==> src/rtl/pq_pkg.sv <==
package pq_pkg;

    // Default geometry of the quantiser
    localparam int DEF_TAPS      = 15;
    localparam int DEF_CNT_W     = 5;
    localparam int DEF_BLANK_CYC = 1;

    // Classified wrap event of one fast cycle
    typedef enum logic [1:0] {
        WRAP_NONE = 2'b00,
        WRAP_UP   = 2'b01,
        WRAP_DN   = 2'b10
    } wrap_e;

    // Level detector results that feed the classifier
    typedef struct packed {
        logic all_hi;
        logic all_lo;
    } level_t;

    // Signed unit step for an event
    function automatic int wrap_step(input wrap_e ev);
        case (ev)
            WRAP_UP: return 1;
            WRAP_DN: return -1;
            default: return 0;
        endcase
    endfunction

    // Clamp an integer into a signed range
    function automatic int clamp_int(input int v, input int lo, input int hi);
        if (v > hi) return hi;
        if (v < lo) return lo;
        return v;
    endfunction

endpackage

==> src/rtl/pq_therm_dec.sv <==
module pq_therm_dec
    import pq_pkg::*;
#(
    parameter int TAPS   = DEF_TAPS,
    parameter int FINE_W = $clog2(TAPS + 1)
) (
    input  logic [TAPS-1:0]   taps,
    output logic [FINE_W-1:0] fine
);

    logic [FINE_W-1:0] ones;
    logic [FINE_W-1:0] top;
    logic              is_therm;

    // Population count and highest-set position
    always_comb begin
        ones = '0;
        top  = '0;
        for (int i = 0; i < TAPS; i++) begin
            ones = ones + FINE_W'(taps[i]);
            if (taps[i]) top = FINE_W'(i + 1);
        end
    end

    // Thermometer shape: every bit below the count set, every bit above clear
    always_comb begin
        is_therm = 1'b1;
        for (int i = 0; i < TAPS; i++) begin
            if (taps[i] != (FINE_W'(i) < ones)) is_therm = 1'b0;
        end
    end

    assign fine = is_therm ? ones : top;

endmodule

==> src/rtl/pq_wrap_detect.sv <==
module pq_wrap_detect
    import pq_pkg::*;
#(
    parameter int TAPS = DEF_TAPS
) (
    input  logic [TAPS-1:0] taps,
    input  logic            phase_evt,
    output wrap_e           ev
);

    level_t lvl;

    assign lvl.all_hi = &taps;
    assign lvl.all_lo = ~|taps;

    always_comb begin
        ev = WRAP_NONE;
        if (phase_evt) begin
            if (lvl.all_hi)      ev = WRAP_UP;
            else if (lvl.all_lo) ev = WRAP_DN;
        end
    end

endmodule

==> src/rtl/pq_blank_gate.sv <==
module pq_blank_gate
    import pq_pkg::*;
#(
    parameter int BLANK_CYC = DEF_BLANK_CYC,
    parameter int DW        = $clog2(BLANK_CYC + 3) + 1
) (
    input  logic                 clk,
    input  logic                 rst,
    input  logic                 sample,
    input  wrap_e                ev,
    output logic                 apply,
    output logic signed [DW-1:0] delta
);

    localparam int WIN_W = (BLANK_CYC > 0) ? $clog2(BLANK_CYC + 1) : 1;
    localparam int PMAX  = (1 << (DW - 1)) - 1;
    localparam int PMIN  = -(1 << (DW - 1));

    logic                 blank;
    logic signed [DW-1:0] pend;
    int                   sum_i;

    generate
        if (BLANK_CYC > 0) begin : g_win
            logic [WIN_W-1:0] win;
            always_ff @(posedge clk) begin
                if (rst)              win <= '0;
                else if (sample)      win <= WIN_W'(BLANK_CYC);
                else if (win != '0)   win <= win - 1'b1;
            end
            assign blank = sample | (win != '0);
        end else begin : g_nowin
            assign blank = sample;
        end
    endgenerate

    // Held-back events plus the event of this cycle
    assign sum_i = clamp_int(int'(pend) + wrap_step(ev), PMIN, PMAX);

    always_ff @(posedge clk) begin
        if (rst)        pend <= '0;
        else if (blank) pend <= DW'(sum_i);
        else            pend <= '0;
    end

    assign apply = ~blank;
    assign delta = blank ? '0 : DW'(sum_i);

endmodule

==> src/rtl/pq_wrap_count.sv <==
module pq_wrap_count
    import pq_pkg::*;
#(
    parameter int CNT_W = DEF_CNT_W,
    parameter int DW    = 3
) (
    input  logic                    clk,
    input  logic                    rst,
    input  logic                    apply,
    input  logic signed [DW-1:0]    delta,
    output logic signed [CNT_W-1:0] cnt
);

    localparam int CMAX = (1 << (CNT_W - 1)) - 1;
    localparam int CMIN = -(1 << (CNT_W - 1));

    int nxt_i;

    assign nxt_i = clamp_int(int'(cnt) + int'(delta), CMIN, CMAX);

    always_ff @(posedge clk) begin
        if (rst)        cnt <= '0;
        else if (apply) cnt <= CNT_W'(nxt_i);
    end

endmodule

==> src/rtl/pq_extended_quant.sv <==
module pq_extended_quant
    import pq_pkg::*;
#(
    parameter  int TAPS      = DEF_TAPS,
    parameter  int CNT_W     = DEF_CNT_W,
    parameter  int BLANK_CYC = DEF_BLANK_CYC,
    localparam int FINE_W    = $clog2(TAPS + 1),
    localparam int OUT_W     = CNT_W + FINE_W
) (
    input  logic             clk,
    input  logic             rst,
    input  logic [TAPS-1:0]  taps,
    input  logic             phase_evt,
    input  logic             sample,
    output logic [OUT_W-1:0] code,
    output logic             code_vld
);

    localparam int DW = $clog2(BLANK_CYC + 3) + 1;

    wrap_e                    ev;
    logic                     apply;
    logic signed [DW-1:0]     delta;
    logic signed [CNT_W-1:0]  wrap_cnt;
    logic [FINE_W-1:0]        fine;

    pq_therm_dec #(.TAPS(TAPS), .FINE_W(FINE_W)) u_dec (
        .taps (taps),
        .fine (fine)
    );

    pq_wrap_detect #(.TAPS(TAPS)) u_det (
        .taps      (taps),
        .phase_evt (phase_evt),
        .ev        (ev)
    );

    pq_blank_gate #(.BLANK_CYC(BLANK_CYC), .DW(DW)) u_gate (
        .clk    (clk),
        .rst    (rst),
        .sample (sample),
        .ev     (ev),
        .apply  (apply),
        .delta  (delta)
    );

    pq_wrap_count #(.CNT_W(CNT_W), .DW(DW)) u_cnt (
        .clk   (clk),
        .rst   (rst),
        .apply (apply),
        .delta (delta),
        .cnt   (wrap_cnt)
    );

    always_ff @(posedge clk) begin
        if (rst) begin
            code     <= '0;
            code_vld <= 1'b0;
        end else begin
            code_vld <= sample;
            if (sample) code <= {wrap_cnt, fine};
        end
    end

endmodule

==> config.mk <==
export PLATFORM = sky130hd
export DESIGN_NAME = pq_extended_quant
export DESIGN_NICKNAME = d
export VERILOG_FILES = /design/src/rtl/pq_pkg.sv /design/src/rtl/pq_therm_dec.sv /design/src/rtl/pq_wrap_detect.sv /design/src/rtl/pq_blank_gate.sv /design/src/rtl/pq_wrap_count.sv /design/src/rtl/pq_extended_quant.sv
export SDC_FILE = /design/constraint.sdc
export NUM_CORES = 1
export LEC_CHECK = 0
export BUFFER_PORTS_ARGS = -buffer_cell sky130_fd_sc_hd__buf_2
export CAP_MARGIN = 25
export CORE_MARGIN = 8
export CORE_UTILIZATION = 59
export CTS_CLUSTER_SIZE = 20
export DETAILED_ROUTE_END_ITERATION = 6
export GPL_TIMING_DRIVEN = 0
export PLACE_DENSITY = 0.82
export SKIP_LAST_GASP = 1
export SLEW_MARGIN = 20
export SYNTH_ARGS = -nofsm -noshare
export SYNTH_HDL_FRONTEND = slang
export SYNTH_SLANG_ARGS = --single-unit
==> constraint.sdc <==
create_clock -name clk -period 9.2 [get_ports clk]
set_clock_uncertainty 0.15 [all_clocks]
set_input_delay 1.84 -clock clk [delete_from_list [all_inputs] [get_ports clk]]
set_output_delay 1.84 -clock clk [all_outputs]
set_load 0.005 [all_outputs]
# Word level (Yosys, flattened, before mapping)

Index checks and enable logic that the tools add are counted.

Flip-flop bits (word level): 19
Input bits: 19
Logic and storage cells: 115

Bitwise logic cells: 2
Reduce and logical (&&, ||, !) cells: 3
$add $sub $neg: 17
Equality and inequality tests: 17
Order comparisons: 19
Muxes and demuxes: 52

Operators by type and width:

| cell                                                                              | number |
|---|---|
| 32-bit one-hot mux with 2 select lines                                            | 1 |
| 4-bit by 1-bit adder with 4-bit output                                            | 13 |
| 4-bit two-way mux                                                                 | 10 |
| 3-bit by 32-bit adder with 32-bit output                                          | 1 |
| 32-bit by 3-bit greater-than comparator with 1-bit output (second input constant) | 1 |
| 32-bit by 3-bit less-than comparator with 1-bit output (second input constant)    | 1 |
| 4-bit less-than comparator (first input constant)                                 | 7 |
| 1-bit two-way mux                                                                 | 24 |
| 3-bit two-way mux                                                                 | 8 |
| 3-bit by 4-bit less-than comparator with 1-bit output (first input constant)      | 4 |
| 5-bit two-way mux                                                                 | 3 |
| 1-bit inequality test                                                             | 15 |
| 15-bit AND reduction                                                              | 1 |
| 15-bit OR reduction                                                               | 1 |
| 2-bit two-way mux                                                                 | 6 |
| 1-bit by 4-bit less-than comparator with 1-bit output (first input constant)      | 2 |
| 2-bit by 4-bit less-than comparator with 1-bit output (first input constant)      | 2 |
| 5-bit by 3-bit adder with 6-bit output                                            | 1 |
| 6-bit by 5-bit greater-than comparator with 1-bit output (second input constant)  | 1 |
| 6-bit by 5-bit less-than comparator with 1-bit output (second input constant)     | 1 |
| 1-bit by 1-bit adder with 2-bit output                                            | 1 |
| 2-bit by 1-bit equality test with 1-bit output (second input constant)            | 1 |
| 2-bit equality test (second input constant)                                       | 1 |
| 2-bit OR reduction                                                                | 1 |
| 3 further kinds                                                                   | 3 |

# Longest topological paths before layout

Gate-level depths: netlist (run 1).

Depth in word-level cells: 32
Gate-level depth with buffers: 26
Depth with buffers taken out: 26

# By module

From an unflattened synthesis (run 1), not the netlist that was laid out.

Cells, all modules: 315
Area total of the unflattened synthesis: 2534.9 um^2

By module, submodules not included:

| module            | area an instance (um^2) | cells an instance | instances |
|---|---|---|---|
| pq_therm_dec      | 1039.7                  | 136               | 1 |
| pq_blank_gate     | 686.9                   | 89                | 1 |
| pq_wrap_count     | 394.1                   | 49                | 1 |
| pq_extended_quant | 346.6                   | 31                | 1 |
| pq_wrap_detect    | 67.6                    | 10                | 1 |

# Worst setup path after synthesis (run 1)

No wires, ideal clock.

Path type: input-to-reg
Start: input port taps[9]
End: register u_cnt.cnt[2]
Arrival: 7339 ps
Slack: 1577 ps
Stages on the path: 23
Buffers on the path: 0
Path through: or3_1 nor4_1 and2_1 ha_1 ha_1 a21o_1 a21o_1 fa_1 fa_1 inv_1 fa_1 nor4_1 nand3_1 o21ai_0 o21ai_0 nor2_1 ha_1 a21o_1 a21oi_1 nand2b_1 a31oi_1 o21ai_0 a211oi_1

Longest elaborated chain between the ends: 19
Elaborated cells on any way between the ends: 29
Those cells by class: add/sub (2); order compare (4); eq/ne (2); mux (19); reduce/logical (2)

Ends and longest elaborated chain:

| what                                                                                                                                       | RTL line                   | source |
|---|---|---|
| from (decl)                                                                                                                                | pq_extended_quant.sv:12    | `input logic [TAPS-1:0] taps,` |
| 15-bit OR reduction                                                                                                                        | pq_wrap_detect.sv:14       | `assign lvl.all_lo = ~\|taps;` |
| 2-bit two-way mux                                                                                                                          | pq_wrap_detect.sv:20       | `else if (lvl.all_lo) ev = WRAP_DN;` |
| 2-bit two-way mux *                                                                                                                        | pq_wrap_detect.sv:19       | `if (lvl.all_hi) ev = WRAP_UP;` |
| 2-bit two-way mux *                                                                                                                        | pq_wrap_detect.sv:18       | `if (phase_evt) begin` |
| 2-bit equality test / 2-bit by 1-bit equality test with 1-bit output (equally long branches)                                               | pq_pkg.sv:23               | `case (ev)` |
| 32-bit one-hot mux with 2 select lines *                                                                                                   | pq_pkg.sv:23               |  |
| 3-bit by 32-bit adder with 32-bit output *                                                                                                 | pq_blank_gate.sv:38        | `assign sum_i = clamp_int(int'(pend) + wrap_step(ev), PMIN, PMAX);` |
| 32-bit by 3-bit greater-than comparator with 1-bit output / 32-bit by 3-bit less-than comparator with 1-bit output (equally long branches) | pq_pkg.sv:32, pq_pkg.sv:33 |  |
| [3 not listed]                                                                                                                             | -                          |  |
| 3-bit two-way mux *                                                                                                                        | pq_pkg.sv:33               | `if (v < lo) return lo;` |
| 3-bit two-way mux *                                                                                                                        | pq_blank_gate.sv:47        | `assign delta = blank ? '0 : DW'(sum_i);` |
| 5-bit by 3-bit adder with 6-bit output *                                                                                                   | pq_wrap_count.sv:19        | `assign nxt_i = clamp_int(int'(cnt) + int'(delta), CMIN, CMAX);` |
| 6-bit by 5-bit greater-than comparator with 1-bit output / 6-bit by 5-bit less-than comparator with 1-bit output (equally long branches)   | pq_pkg.sv:32, pq_pkg.sv:33 |  |
| 4-bit two-way mux / 1-bit two-way mux (equally long branches)                                                                              | pq_pkg.sv:32, pq_pkg.sv:33 |  |
| 5-bit two-way mux / 1-bit two-way mux (equally long branches)                                                                              | pq_pkg.sv:33               |  |
| 5-bit two-way mux                                                                                                                          | pq_pkg.sv:34               | `return v;` |
| 5-bit two-way mux *                                                                                                                        | pq_pkg.sv:33               |  |
| to (signal assigned)                                                                                                                       | pq_wrap_count.sv:23        | `else if (apply) cnt <= CNT_W'(nxt_i);` |
| to (decl)                                                                                                                                  | pq_wrap_count.sv:11        | `output logic signed [CNT_W-1:0] cnt` |

Every way passes the cells marked *; elsewhere a longest branch is shown, timed or not. The select of a mux whose other input is x is not followed.
A chain may end at the register's enable or synchronous reset.

# Worst setup path after layout (run 1)

Start: input port taps[9]
End: register u_cnt.cnt[3]

The elaborated chain is that of the path after synthesis.

==> results of run 1 <==
layout by cell type (no fill, tap or decap), types with 2 or more instances in the layout:
cell type / Yosys / final
or3_1: 2 / 2
buf_1: 2 / 2
nor4_1: 6 / 6
clkbuf_1: 3 / 3
a31oi_1: 3 / 3
nand2_1: 7 / 7
and2_1: 2 / 2
inv_1: 39 / 39
nor3_1: 11 / 11
mux2i_1: 7 / 7
a21o_1: 6 / 6
buf_2: 1 / 27
clkbuf_8: 0 / 4
o21bai_1: 4 / 4
fa_1: 26 / 26
nand4_1: 6 / 6
a311oi_1: 4 / 4
dfxtp_1: 18 / 18
nand2b_1: 2 / 2
nand3_1: 6 / 6
xor2_1: 2 / 2
xnor2_1: 4 / 4
nor2_1: 32 / 32
ha_1: 17 / 17
a21oi_1: 12 / 12
o21ai_0: 15 / 15
a211oi_1: 9 / 9
buf_8: 0 / 2
flip-flops by register name, summed over array words and instances, names as in the netlist:
name         count
code_vld         1
u_gate.pend      3
code             9
u_cnt.cnt        5
per-layer routing:
metal	GRT usage [%]	up-vias	part of all wire, %	routed length, um
met3	1.367	12	4.1	221
met4	5.370	0	2.1	113
met1	21.08	970	44	2318
met2	31.65	56	50	2673
met5	0	-	0	0
li1	-	1004	-	-
path summary, 6_finish.rpt:
check	start	end	slack, ns
max	taps[9]	u_cnt.cnt[3]	1.26
min	code[3]	code[3]	0.33
max reg2reg	u_gate.pend[2]	u_cnt.cnt[3]	3.96
min reg2reg	code[3]	code[3]	0.33
power groups by stage:
stage | logic (uW) | registers, uW | clock network (uW)
5_1_grt | 350 | 85.7 | 68.6
3_3_place_gp | 308 | 86.8 | 0
4_1_cts | 313 | 85.1 | 65.5
3_5_place_dp | 312 | 86.9 | 0
6_report | 316 | 85.2 | 66.2
2_1_floorplan | 249 | 86.6 | 0
worst reg2reg max path: cells and delay by family (launching register included):
| kind | cells | cell delay (ns) |
|---|---|---|
| flops | 1 | 0.54 |
| fa+ha+maj | 5 | 1.70 |
| compound gates | 8 | 1.74 |
| simple gates | 4 | 0.72 |
| buf+inv | 2 | 0.31 |
cell families after synthesis:
| logic type | Yosys count | synth area share, % |
|---|---|---|
| AOI/OAI and AO/OA | 66 | 20.06 |
| xor gates and xnor gates | 8 | 3.716 |
| adders and majority gates | 43 | 32.02 |
| buffers and inverters | 46 | 7.760 |
| DFF | 18 | 15.74 |
| muxes | 7 | 3.060 |
| and+or+nand+nor | 82 | 17.65 |
area by class of cell:
type                    count  area, sq um
multi-input cells         206         1752
fillers                   322         1124
flip-flops and latches     18        360.3
repair buffers             28        160.2
inverters                  39        146.4
well taps                  48        60.06
clock buffers               4        55.05
plain buffers               7        31.28
stage by stage:
stage	hold WS (ns)	std cells	total power (uW)	worst slack, ns	area [sq um]
after floorplan	0.3264	270	335.3	1.577	2290
after detailed placement	0.3279	344	398.6	0.5536	2480
after CTS	0.3373	348	463.6	0.7741	2535
after global placement	0.3206	344	395.3	0.6736	2480
final	0.3341	350	467.6	1.262	2565
after global routing	0.3544	350	504.2	0.6550	2565
==> qor.txt, run 1 <==
Hold Vio Cnt, Final = 0
CTS Hold Bufs = 0
H-tree depth = 1
Clock Pin Slew Worst Setup and Hold Paths = 0.07 ns
die area = 0.006130 sq mm
FFs w/ async S/R, synth = 0%
DRT Pass-1 Iters = 5
register area share after synthesis = 15.74%
core area = 0.003689 sq mm
critical path data arrival time = 7.96 ns
max_cap viols = 0
Slowest cell on crit path = a31oi_1
synthesized cell area = 0.002290 sq mm
TritonCTS Buffers = 3
clk sink count = 18
cts repair resizes = 0
Worst Tran Pin Value = 0.6830 ns
Final Core Density = 69.54%
Final period util = 86.29%
Synth top area share = 22.73%
Mean Syn Cell Area = 8.480 sq um
first-pass GRT wire length = 9052 um
worst vdd ir = 0.0002859 V
sequential power share = 18.2%
share of layout cells above drive strength 1 = 13.58%
Post-synth EDFFs = 0
Crit Path Max Fanout = 9
Unique masters post-synth = 50
drt drc = 0
number of port buffers = 26
CTS tree = done
Tot GR Track Use = 17.38%
syn nets = 332
Leakage Power = 0.001227 uW
Fmax = 126.0 MHz
per-cell routed wire length = 15.22 um
grt ovf = 0
vias in the first global route = 2071
Synth Flop Type = dfxtp_1
Setup Total Neg Slack = 0 ns
Synth Instances = 270
Crit path largest cell delay = 0.57 ns
Post-Route WL = 5327 um
largest net degree at the start of global routing = 17
starting density of the core = 62.08%
switching share of total power = 47.75%
Layout Nets = 365
Comb pwr share = 67.6%
hpwl dp = 4244 um
initial antenna violation count = 0
RSZ-0062 raised after global routing = false
CTS root buf = clkbuf_8
max_slew headroom = 54.25%
Cell Chain, Critical Path = buf_2, or3_1, nor4_1, and2_1, ha_1, ha_1, a21o_1, a21o_1, fa_1, fa_1, inv_1, fa_1, nor4_1, nand3_1, o21ai_0, o21ai_0, nor2_1, ha_1, a21o_1, a21oi_1, nand2b_1, a31oi_1, o21ai_0, a211oi_1
Clk pwr share = 14.2%
Die Y = 78.30 um
worst reg2reg path depth = 19
worst path bufs/invs = 2
synth warn = 0
hold crit path type = reg2reg
IO Count = 29
P&R area growth vs syn = 12.02%
row count = 22
diodes inserted = 0
Clk Latency, worst-skew pair = 0.26 ns
crit end category = flop
list of most frequent post-synthesis cells = inv_1, nor2_1, fa_1, dfxtp_1, ha_1
Setup CP Type = in2reg
fin crit period = 7.938 ns
Final Slew Violations = 0
Setup Viol. Count Final = 0
area leader, netlist = fa_1
Synth Register Bits = 18
Via density = 5.834
Via Count = 2042
critical path depth = 24
Final ANT Viol Nets = 0
Clock Tree Buf Depth = 2
count leader, synth = inv_1
cell family with most CP delay = adder cells
hold depth = 2
CP startpoint kind = primary input
DR iter-0 viols = 136
outcome = complete, no violations
internal power = 244.3 uW
# Post-CTS Setup Buffers = 0
Die W = 78.30 um
GPL Wtd Cong = 0.9520
largest cells by area after synthesis = fa_1, dfxtp_1, ha_1
Data required, critical path = 9.22 ns
Switching Power = 223.3 uW
pwr/cell area = 182.3 mW/mm^2
No activity file was read; power rests on OpenSTA's default activity.
==> run 2, diff against run 1 <==
CORE_UTILIZATION = 60   (was 59)
CTS_BUF_LIST = sky130_fd_sc_hd__clkbuf_8   (was not set)
PLACE_DENSITY = 0.83   (was 0.82)
SETUP_SLACK_MARGIN = 0.02   (was not set)
==> run 2 against run 1 <==
Net effect: design area fell by 0.68%; setup slack got worse by 0.22 ns; largest power group unchanged; critical endpoint is now u_cnt.cnt[2]; combinational power rose by 1%.
==> qor.txt, run 2 (synthesized netlist as in run 1, its figures left out) <==
share of layout cells above drive strength 1 = 13.29%
CTS tree = done
Via Count = 2096
Final Slew Violations = 0
Data required, critical path = 9.21 ns
worst vdd ir = 0.0002207 V
fin crit period = 8.160 ns
max_cap viols = 0
vias in the first global route = 2190
grt ovf = 0
# Post-CTS Setup Buffers = 0
Final ANT Viol Nets = 0
RSZ-0062 raised after global routing = false
Hold Vio Cnt, Final = 0
P&R area growth vs syn = 11.26%
Setup Total Neg Slack = 0 ns
hpwl dp = 4386 um
Clk Latency, worst-skew pair = 0.25 ns
per-cell routed wire length = 15.43 um
CTS root buf = clkbuf_8
Leakage Power = 0.001219 uW
DR iter-0 viols = 140
cts repair resizes = 0
Final Core Density = 69.58%
post-route cell area = 0.002547 sq mm
registers with the most flip-flops = code (9), u_cnt.cnt (5), u_gate.pend (3)
row count = 22
flip-flop count of the largest register after layout = 9
Die Y = 77.78 um
IO Count = 29
Setup Viol. Count Final = 0
DRT Pass-1 Iters = 5
CP startpoint kind = primary input
diodes inserted = 0
initial antenna violation count = 0
Clock Pin Slew Worst Setup and Hold Paths = 0.06 ns
Via density = 6.006
Fmax = 122.6 MHz
max_slew headroom = 53.83%
GPL Wtd Cong = 0.9415
TritonCTS Buffers = 3
hold crit path type = reg2reg
Setup CP Type = in2reg
first-pass GRT wire length = 9266 um
Crit Path Max Fanout = 12
Post-Route WL = 5385 um
pwr/cell area = 179.8 mW/mm^2
crit end category = flop
H-tree depth = 1
starting density of the core = 62.54%
largest net degree at the start of global routing = 17
Clock Tree Buf Depth = 2
Biggest register = code
die area = 0.006049 sq mm
clk sink count = 18
critical path data arrival time = 8.17 ns
number of port buffers = 26
outcome = complete, no violations
Die W = 77.78 um
most frequent cells in the layout = inv_1, nor2_1, buf_2
Placed Area = 0.002480 sq mm
Final period util = 88.69%
most common cell after layout, fill and taps aside = inv_1
Layout Nets = 365
Design Power = 458.1 uW
drt drc = 0
Worst Tran Pin Value = 0.6894 ns
core area = 0.003661 sq mm
Tot GR Track Use = 18.19%
CTS Hold Bufs = 0
==> run 2: final timing paths <==
check / from / to / slack [ns] / cells past startpoint
max reg2reg: u_gate.pend[2] / u_cnt.cnt[2] / 3.96 / 18
max: taps[9] / u_cnt.cnt[2] / 1.04 / 25
min: code[3] / code[3] / 0.34 / 2
min reg2reg: code[3] / code[3] / 0.34 / 2
==> run 2: critical path: stages <==
cell and delay, ns:
buf_2 0.15, or3_1 0.48, nor4_1 0.42, and2_1 0.21
ha_1 0.35, buf_6 0.24, ha_1 0.25, a21o_1 0.21
a21o_1 0.19, fa_1 0.40, fa_1 0.38, inv_1 0.07
fa_1 0.43, nor4_1 0.27, nand3_1 0.10, o21ai_0 0.19
o21ai_0 0.15, nor2_1 0.20, ha_1 0.17, a21o_1 0.13
a21oi_1 0.10, nand2b_1 0.16, a31oi_1 0.58, o21ai_0 0.25
a211oi_1 0.26
==> run 2: final cells by class <==
class | count | area (sq um)
Inverter | 39 | 146.4
Clock buffer | 3 | 41.29
Buffer | 7 | 31.28
Sequential cell | 18 | 360.3
Multi-Input combinational cell | 206 | 1752
Timing Repair Buffer | 28 | 156.4
Tap cell | 48 | 60.06
Fill cell | 312 | 1114
==> run 2: report_power, final <==
part / internal, uW / switching, uW / total [uW]
combinational: 125 / 195 / 320
sequential: 82.2 / 2.99 / 85.2
clock: 29.1 / 24.2 / 53.2
==> run 2: routing by layer <==
metal	routed length (um)	part of all wire (%)	global-route usage, %	up-vias
met4	258	4.8	11.13	0
met5	0	0	0	-
met3	315	5.8	2.880	23
met1	2165	40	20.03	976
met2	2645	49	32.00	93
li1	-	-	-	1004
==> run 2: per-stage QoR <==
step,hold WS (ns),std cells,setup WS [ns]
final,0.3380,349,1.040
after global routing,0.3623,349,0.4691
after CTS,0.3405,347,0.7328
after detailed placement,0.3321,344,0.5275
after global placement,0.3200,344,0.7140
after floorplan,0.3264,270,1.577
